$ cat src/rtl/efuse_pkg.sv
package efuse_pkg;

  typedef enum logic [1:0] {
    CMD_NONE = 2'b00,
    CMD_LOAD = 2'b01,
    CMD_READ = 2'b10,
    CMD_BLOW = 2'b11
  } fuseCmd_e;

  typedef struct packed {
    logic acceptCfg;
    logic startLoad;
    logic finishLoad;
    logic finishRead;
    logic finishBlow;
    logic softClr;
  } fuseStrb_t;

  localparam int EXEC_BIT  = 27;
  localparam int CMD_LSB   = 25;
  localparam int ERR_BIT   = 16;
  localparam int DONE_BIT  = 0;
  localparam int SRST_BIT  = 15;
  localparam int PAR_BYTE  = 6;
  localparam int MARK_BYTE = 7;
  localparam int ADDR_BYTES = 6;

endpackage

$ cat src/rtl/efuse_ctrl.sv
module efuse_ctrl
  import efuse_pkg::*;
#(
  parameter int LOAD_CYCLES   = 13500,
  parameter int ACCESS_CYCLES = 4
) (
  input  logic      clk,
  input  logic      rstN,
  input  logic      wrCtrl1,
  input  logic      wrExec,
  input  logic [1:0] wrCmd,
  input  logic      softRst,
  output logic      busy,
  output fuseStrb_t strb
);

  localparam int MAX_CYC = (LOAD_CYCLES > ACCESS_CYCLES) ? LOAD_CYCLES : ACCESS_CYCLES;
  localparam int CNT_W   = $clog2(MAX_CYC + 1);

  logic [CNT_W-1:0] cnt;
  fuseCmd_e activeCmd;
  fuseCmd_e newCmd;
  logic canAccept, launch, lastCycle;

  always_comb begin
    newCmd    = fuseCmd_e'(wrCmd);
    canAccept = wrCtrl1 && !busy && !softRst;
    launch    = canAccept && wrExec && (newCmd != CMD_NONE);
    lastCycle = busy && !softRst && (cnt == '0);
    strb            = '0;
    strb.acceptCfg  = canAccept;
    strb.startLoad  = launch && (newCmd == CMD_LOAD);
    strb.finishLoad = lastCycle && (activeCmd == CMD_LOAD);
    strb.finishRead = lastCycle && (activeCmd == CMD_READ);
    strb.finishBlow = lastCycle && (activeCmd == CMD_BLOW);
    strb.softClr    = softRst;
  end

  always_ff @(posedge clk or negedge rstN) begin
    if (!rstN) begin
      busy      <= 1'b0;
      cnt       <= '0;
      activeCmd <= CMD_NONE;
    end else if (softRst) begin
      busy <= 1'b0;
      cnt  <= '0;
    end else if (launch) begin
      busy      <= 1'b1;
      activeCmd <= newCmd;
      cnt       <= (newCmd == CMD_LOAD) ? CNT_W'(LOAD_CYCLES - 1) : CNT_W'(ACCESS_CYCLES - 1);
    end else if (busy) begin
      if (cnt == '0) busy <= 1'b0;
      else           cnt  <= cnt - 1'b1;
    end
  end

  // Independent age counter for the autoload latency bound.
  logic [CNT_W:0] loadAge;
  always_ff @(posedge clk or negedge rstN) begin
    if (!rstN)                           loadAge <= '0;
    else if (launch)                     loadAge <= '0;
    else if (busy && activeCmd == CMD_LOAD) loadAge <= loadAge + 1'b1;
  end

  // an autoload never stays busy past its cycle budget
  a_r3_load_bound: assert property (@(posedge clk) disable iff (!rstN)
    (busy && activeCmd == CMD_LOAD) |-> (loadAge < (CNT_W+1)'(LOAD_CYCLES)));

  // soft reset drops the execute state on the next edge
  a_r9_abort: assert property (@(posedge clk) disable iff (!rstN)
    softRst |=> !busy);

endmodule

$ cat src/rtl/efuse_dp.sv
module efuse_dp
  import efuse_pkg::*;
#(
  parameter int FUSE_BYTES = 8
) (
  input  logic        clk,
  input  logic        rstN,
  input  fuseStrb_t   strb,
  input  logic        busy,
  input  logic        wrCtrl2,
  input  logic [31:0] wrData,
  output logic        softRst,
  output logic [31:0] ctrl1Val,
  output logic [31:0] ctrl2Val,
  output logic [31:0] macLo,
  output logic [31:0] macHi
);

  localparam int FUSE_BITS = FUSE_BYTES * 8;

  logic [FUSE_BITS-1:0] fuse;
  logic [7:0]  byteSel;
  logic [2:0]  bitSel;
  logic [1:0]  cmdField;
  logic [3:0]  dataNib;
  logic        doneFlag, errFlag, rstBit;
  logic [10:0] bitAddr;
  logic        fuseBit, arrayOk;
  logic [7:0]  xorAcc;

  assign bitAddr = {byteSel, bitSel};
  assign softRst = rstBit;

  always_comb begin
    fuseBit = 1'b0;
    for (int i = 0; i < FUSE_BITS; i++)
      if (bitAddr == 11'(i)) fuseBit = fuse[i];
    xorAcc = '0;
    for (int k = 0; k < ADDR_BYTES; k++)
      xorAcc = xorAcc ^ fuse[k*8 +: 8];
    arrayOk = fuse[MARK_BYTE*8] && (xorAcc == fuse[PAR_BYTE*8 +: 8]);
  end

  generate
    for (genvar i = 0; i < FUSE_BITS; i++) begin : g_fuse
      always_ff @(posedge clk or negedge rstN) begin
        if (!rstN) fuse[i] <= 1'b0;
        else if (strb.finishBlow && bitAddr == 11'(i)) fuse[i] <= 1'b1;
      end
    end
  endgenerate

  always_ff @(posedge clk or negedge rstN) begin
    if (!rstN) begin
      byteSel <= '0; bitSel <= '0; cmdField <= '0; dataNib <= '0;
      doneFlag <= 1'b0; errFlag <= 1'b0; rstBit <= 1'b0;
      macLo <= '0; macHi <= '0;
    end else begin
      if (wrCtrl2) rstBit <= wrData[SRST_BIT];
      if (strb.softClr) begin
        doneFlag <= 1'b0;
        errFlag  <= 1'b0;
        dataNib  <= '0;
      end else begin
        if (strb.acceptCfg) begin
          byteSel  <= wrData[15:8];
          bitSel   <= wrData[6:4];
          cmdField <= wrData[CMD_LSB +: 2];
        end
        if (strb.startLoad) begin
          doneFlag <= 1'b0;
          errFlag  <= 1'b0;
        end
        if (strb.finishLoad) begin
          doneFlag <= 1'b1;
          errFlag  <= !arrayOk;
          if (arrayOk) begin
            macLo <= fuse[31:0];
            macHi <= {16'h0, fuse[47:32]};
          end
        end
        if (strb.finishRead) dataNib <= {3'b000, fuseBit};
      end
    end
  end

  assign ctrl1Val = {dataNib, busy, cmdField, 8'h00, errFlag, byteSel,
                     1'b0, bitSel, 3'b000, doneFlag};
  assign ctrl2Val = 32'(rstBit) << SRST_BIT;

  // fuse bits are never cleared
  a_r7_fuse_monotone: assert property (@(posedge clk) disable iff (!rstN)
    (($past(fuse) & ~fuse) == '0));

  // the address registers move only on a successful autoload
  a_r5_mac_hold: assert property (@(posedge clk) disable iff (!rstN)
    (macLo != $past(macLo) || macHi != $past(macHi)) |-> ($past(strb.finishLoad) && !errFlag));

  // soft reset clears the status flags
  a_r9_flags_clear: assert property (@(posedge clk) disable iff (!rstN)
    rstBit |=> (!doneFlag && !errFlag));

endmodule

$ cat src/rtl/efuse_ctrl_top.sv
module efuse_ctrl_top
  import efuse_pkg::*;
#(
  parameter int FUSE_BYTES    = 8,
  parameter int LOAD_CYCLES   = 13500,
  parameter int ACCESS_CYCLES = 4
) (
  input  logic        clk,
  input  logic        rstN,
  input  logic        regWrEn,
  input  logic        regWrSel,
  input  logic [31:0] regWrData,
  input  logic        regRdSel,
  output logic [31:0] regRdData,
  output logic [31:0] macAddrLo,
  output logic [31:0] macAddrHi
);

  fuseStrb_t   strb;
  logic        busy, softRst;
  logic [31:0] ctrl1Val, ctrl2Val;

  efuse_ctrl #(
    .LOAD_CYCLES  (LOAD_CYCLES),
    .ACCESS_CYCLES(ACCESS_CYCLES)
  ) u_ctrl (
    .clk    (clk),
    .rstN   (rstN),
    .wrCtrl1(regWrEn && !regWrSel),
    .wrExec (regWrData[EXEC_BIT]),
    .wrCmd  (regWrData[CMD_LSB +: 2]),
    .softRst(softRst),
    .busy   (busy),
    .strb   (strb)
  );

  efuse_dp #(
    .FUSE_BYTES(FUSE_BYTES)
  ) u_dp (
    .clk     (clk),
    .rstN    (rstN),
    .strb    (strb),
    .busy    (busy),
    .wrCtrl2 (regWrEn && regWrSel),
    .wrData  (regWrData),
    .softRst (softRst),
    .ctrl1Val(ctrl1Val),
    .ctrl2Val(ctrl2Val),
    .macLo   (macAddrLo),
    .macHi   (macAddrHi)
  );

  assign regRdData = regRdSel ? ctrl2Val : ctrl1Val;

  // execute is already low when done rises
  a_r2_exec_drop: assert property (@(posedge clk) disable iff (!rstN)
    $rose(ctrl1Val[DONE_BIT]) |-> !ctrl1Val[EXEC_BIT]);

  // a write while executing leaves command and selects untouched
  a_r8_busy_write_ignored: assert property (@(posedge clk) disable iff (!rstN)
    (ctrl1Val[EXEC_BIT] && regWrEn && !regWrSel) |=>
      ($stable(ctrl1Val[26:25]) && $stable(ctrl1Val[15:4])));

endmodule

$ cat config.mk
export PLATFORM = sky130hd
export DESIGN_NAME = efuse_ctrl_top
export DESIGN_NICKNAME = d
export VERILOG_FILES = /design/src/rtl/efuse_pkg.sv /design/src/rtl/efuse_ctrl.sv /design/src/rtl/efuse_dp.sv /design/src/rtl/efuse_ctrl_top.sv
export SDC_FILE = /design/constraint.sdc
export NUM_CORES = 1
export LEC_CHECK = 0
export CAP_MARGIN = 20
export CORE_MARGIN = 2
export CORE_UTILIZATION = 54
export CTS_BUF_LIST = sky130_fd_sc_hd__clkbuf_2 sky130_fd_sc_hd__clkbuf_4 sky130_fd_sc_hd__clkbuf_8
export DETAILED_ROUTE_END_ITERATION = 10
export PLACE_DENSITY = 0.89
export REMOVE_ABC_BUFFERS = 1
export SLEW_MARGIN = 20
export SYNTH_ARGS = -nofsm -noshare
export SYNTH_HDL_FRONTEND = slang
export SYNTH_SLANG_ARGS = --single-unit
$ cat constraint.sdc
create_clock -name clk -period 2.9 [get_ports clk]
set_input_delay 0.58 -clock clk [delete_from_list [all_inputs] [get_ports clk]]
set_output_delay 0.58 -clock clk [all_outputs]
set_load 0.01 [all_outputs]
==> results of run 1 <==
[flip-flops by register name (all words and copies together), names as in the netlist, 2 cells and up]
register / cells
u_dp.bitSel: 3
u_dp.fuse: 64
u_dp.cmdField: 2
u_dp.macHi: 16
u_dp.byteSel: 8
u_ctrl.activeCmd: 2
u_ctrl.cnt: 14
u_dp.macLo: 32
[how the worst max path moves through the flow]
stage,from,end,slack [ps]
6_report,u_ctrl.cnt[0],u_dp.macLo[4],150
5_1_grt,u_ctrl.cnt[0],u_dp.macLo[25],10
4_1_cts,u_ctrl.cnt[0],u_dp.macHi[13],150
3_5_place_dp,u_ctrl.cnt[0],u_dp.macHi[6],170
3_3_place_gp,u_ctrl.cnt[0],u_dp.macLo[21],240
2_1_floorplan,u_ctrl.cnt[0],u_dp.macHi[0],-780
[power by group through the flow]
stage | combinational, mW | clock [mW] | sequential (mW)
after floorplan | 0.474 | 0 | 2.28
after global placement | 0.907 | 0 | 2.25
after detailed placement | 0.931 | 0 | 2.26
after CTS | 0.938 | 1.81 | 2.22
after global routing | 1.04 | 1.90 | 2.24
final | 0.946 | 1.80 | 2.23
[layer usage]
layer	share of wire, %	track usage [%]	vias up
met3	5.5	6.27	33
li1	-	-	2484
met5	0	0	-
met1	41	34.2	2696
met2	51	45.1	221
met4	2.4	9.71	0
[Yosys cell counts (3+ instances only)]
master       n  area, sq um
a22o_1       4         35.0
o21bai_1    14          105
nand3_1      8         40.0
nor2b_1     19          119
a211oi_1     3         22.5
mux2i_1      3         30.0
or2_2        3         18.8
or3_1        3         18.8
clkbuf_1    14         52.6
mux2_1       9          101
inv_1       12         45.0
o31ai_1      4         30.0
xnor2_1     34          298
nor3_1      12         60.1
a311oi_1     3         26.3
buf_4       34          255
xor2_1      15          131
a21o_1      51          383
o2bb2ai_1    3         26.3
a21oi_1     25          125
buf_2        4         20.0
and3_1       4         25.0
o21ai_0     35          175
a22oi_1      4         30.0
dfrtp_1    146         3650
and2_1       3         18.8
nor2_1      33          124
nand2b_1     4         25.0
nand2_1     35          131
a31oi_1      3         18.8
nor4_1       8         50.1
mux2_2      56          631
mux4_2       5          113
[area by class of cell]
cell class              instances  area share (%)
clock buffers                  21            3.05
clock inverters                11            2.08
inverters                      13           0.551
multi-input cells             461            37.3
flip-flops and latches        146            41.3
well taps                     176            2.49
repair buffers                119            13.3
[critical path, cell delays in order, from the launching register on]
cell	delay, ps
dfrtp_1	400
inv_1	100
ha_2	200
nor3b_4	190
nand4_1	180
nor4_2	180
buf_4	180
nand4_1	180
nor4_4	320
buf_6	170
clkbuf_16	190
mux2_2	340
[cell usage in the layout, fill, tap and decap left out, types with 4 or more instances in the layout]
cell type,netlist,routed
a21oi_1,25,25
buf_12,0,4
nand2_1,35,35
a21o_1,51,51
a22oi_1,4,4
xor2_1,15,15
nor2_1,33,33
a22o_1,4,4
mux2_2,56,56
nor2b_1,19,19
and3_1,4,4
buf_4,34,30
clkinv_2,0,5
xnor2_1,34,34
clkbuf_8,0,18
dfrtp_1,146,146
bufinv_16,0,5
inv_1,12,12
nand2b_1,4,4
o21bai_1,14,14
mux4_2,5,5
clkdlybuf4s50_1,0,82
o31ai_1,4,4
nor4_1,8,8
o21ai_0,35,35
mux2_1,9,9
nand3_1,8,8
nor3_1,12,12
conb_1,1,31
[logic make-up (layout without fill, tap and decap cells)]
group / Yosys count / count (layout) / synth area share [%]
AOI/OAI and AO/OA: 163 / 163 / 15.1
DFF: 146 / 146 / 50.4
and+or+nand+nor: 144 / 144 / 10.7
muxes: 73 / 73 / 12.1
buffers and inverters: 68 / 164 / 5.56
xor gates and xnor gates: 49 / 49 / 5.92
adders and majority gates: 1 / 1 / 0.173
other: 1 / 31 / 0.0517
[repair_timing]
action	CTS	global route
resized for setup	0	2
endpoints found under the setup margin	0	27
setup buffers	0	1
[stage by stage]
stage / cells / worst slack, ps / util (%) / cell area (sq um) / setup TNS (ps)
finish: 947 / 153 / 67.1 / 8860 / 0
global route: 947 / 14.5 / 67.1 / 8860 / 0
CTS: 945 / 147 / 66.8 / 8820 / 0
detailed placement: 913 / 165 / 63.4 / 8360 / 0
global placement: 913 / 242 / 63.4 / 8360 / 0
floorplan: 620 / -780 / - / 7010 / -37500
==> run summary, run 1 <==
Final worst path period share: 94.7%
GPL Wtd Cong: 0.942
Flops & latches, synth: 146
Vias/cell: 5.74
Comb power frac: 19.0%
Hold WC Path Type: input port to asynchronous set/reset pin
GR Overflow Total: 0
CP Max Fanout: 15
Slew margin rel.: 46.9%
First-pass GRT wire length: 29700 um
Gr usage total: 26.9%
Peak VDD IR: 0.000408 V
Fraction of registers with async set/reset: 100%
Layout cells sized above 1: 18.0%
Routed WL: 18400 um
Clk pin slew, worst setup/hold paths: 70 ps
Number of port buffers: 83
Setup violations, final: 0
# diodes: 0
Clk Tree Root Cell: clkbuf_8
Sequential cell area: 3650 sq um
CP required: 3230 ps
Detailed Place HPWL: 13400 um
Starting DRT DRC Count: 446
Insertion delay to the later sink of the worst-skew pair: 450 ps
Crit Reg-Reg Startpoint: u_ctrl.cnt[0]
RSZ-0062 raised after global routing: no
Worst reg2reg path depth: 11
Initial cell density of the core: 54.9%
H-tree levels: 4
Power, Total: 4.97 mW
R2R Setup Slk: 150 ps
Avg WL per Cell: 19.4 um
Vias in the first global route: 5566
Fin Clk Skew: 13.3 ps
Ys flop type: dfrtp_1
Number of max-cap violations: 0
Crit Path Category: register to register
Clock Power Share: 36.2%
Worst R2R End: u_dp.macLo[4]
Initial antenna violation count: 0
Largest net degree at the start of global routing: 61
Mapped Cells: 645
Die Area: 14400 sq um
Final nets: 796
Crit. End Element: register
Ports: 133
Filler cell count: 970
1st-pass router iterations: 8
Power per cell area: 561 nW/um^2
Post-CTS Hold Fix Bufs: 0
Max Slew Vio Count: 0
Clock Sinks: 146
Worst hold slack: 94.9 ps
CP Data Arrival Time: 3070 ps
Ys Warns: 0
Leakage power: 4.44 nW
Seq/Total Area, Yosys: 50.4%
Syn avg cell area: 11.2 sq um
NetSw: 1.39 mW
Endpoints failing hold: 0
# DRC: 0
Die Height: 120 um
Count of cell types in the netlist: 57
Int Power: 3.58 mW
Switching part of the total: 28.0%
Status: complete, no violations
Clock buffer depth: 2
Crit path launch type: register
Die width: 120 um
TritonCTS clock tree: yes
Row cnt: 42
Multi-input gate area: 3310 sq um
Fmax: 364 MHz
Post-synth EDFFs: 0
Placeable Area: 13200 sq um
Worst Max-Slew Pin Slew: 797 ps
Flop pwr share: 44.8%
Post-route ant nets: 0
Post-synthesis to final-layout area growth: 22.2%
Cell area after synthesis: 7250 sq um
Via Count: 5434
Period minus WS final: 2750 ps
CTS Buf Count: 17
No activity file was read; power rests on OpenSTA's default activity.
==> inputs of run 2 (changes only) <==
- CAP_MARGIN: 20 -> unset
==> results of run 2 <==
Same layout as run 1: the final DEF is identical, and so are final timing and power.
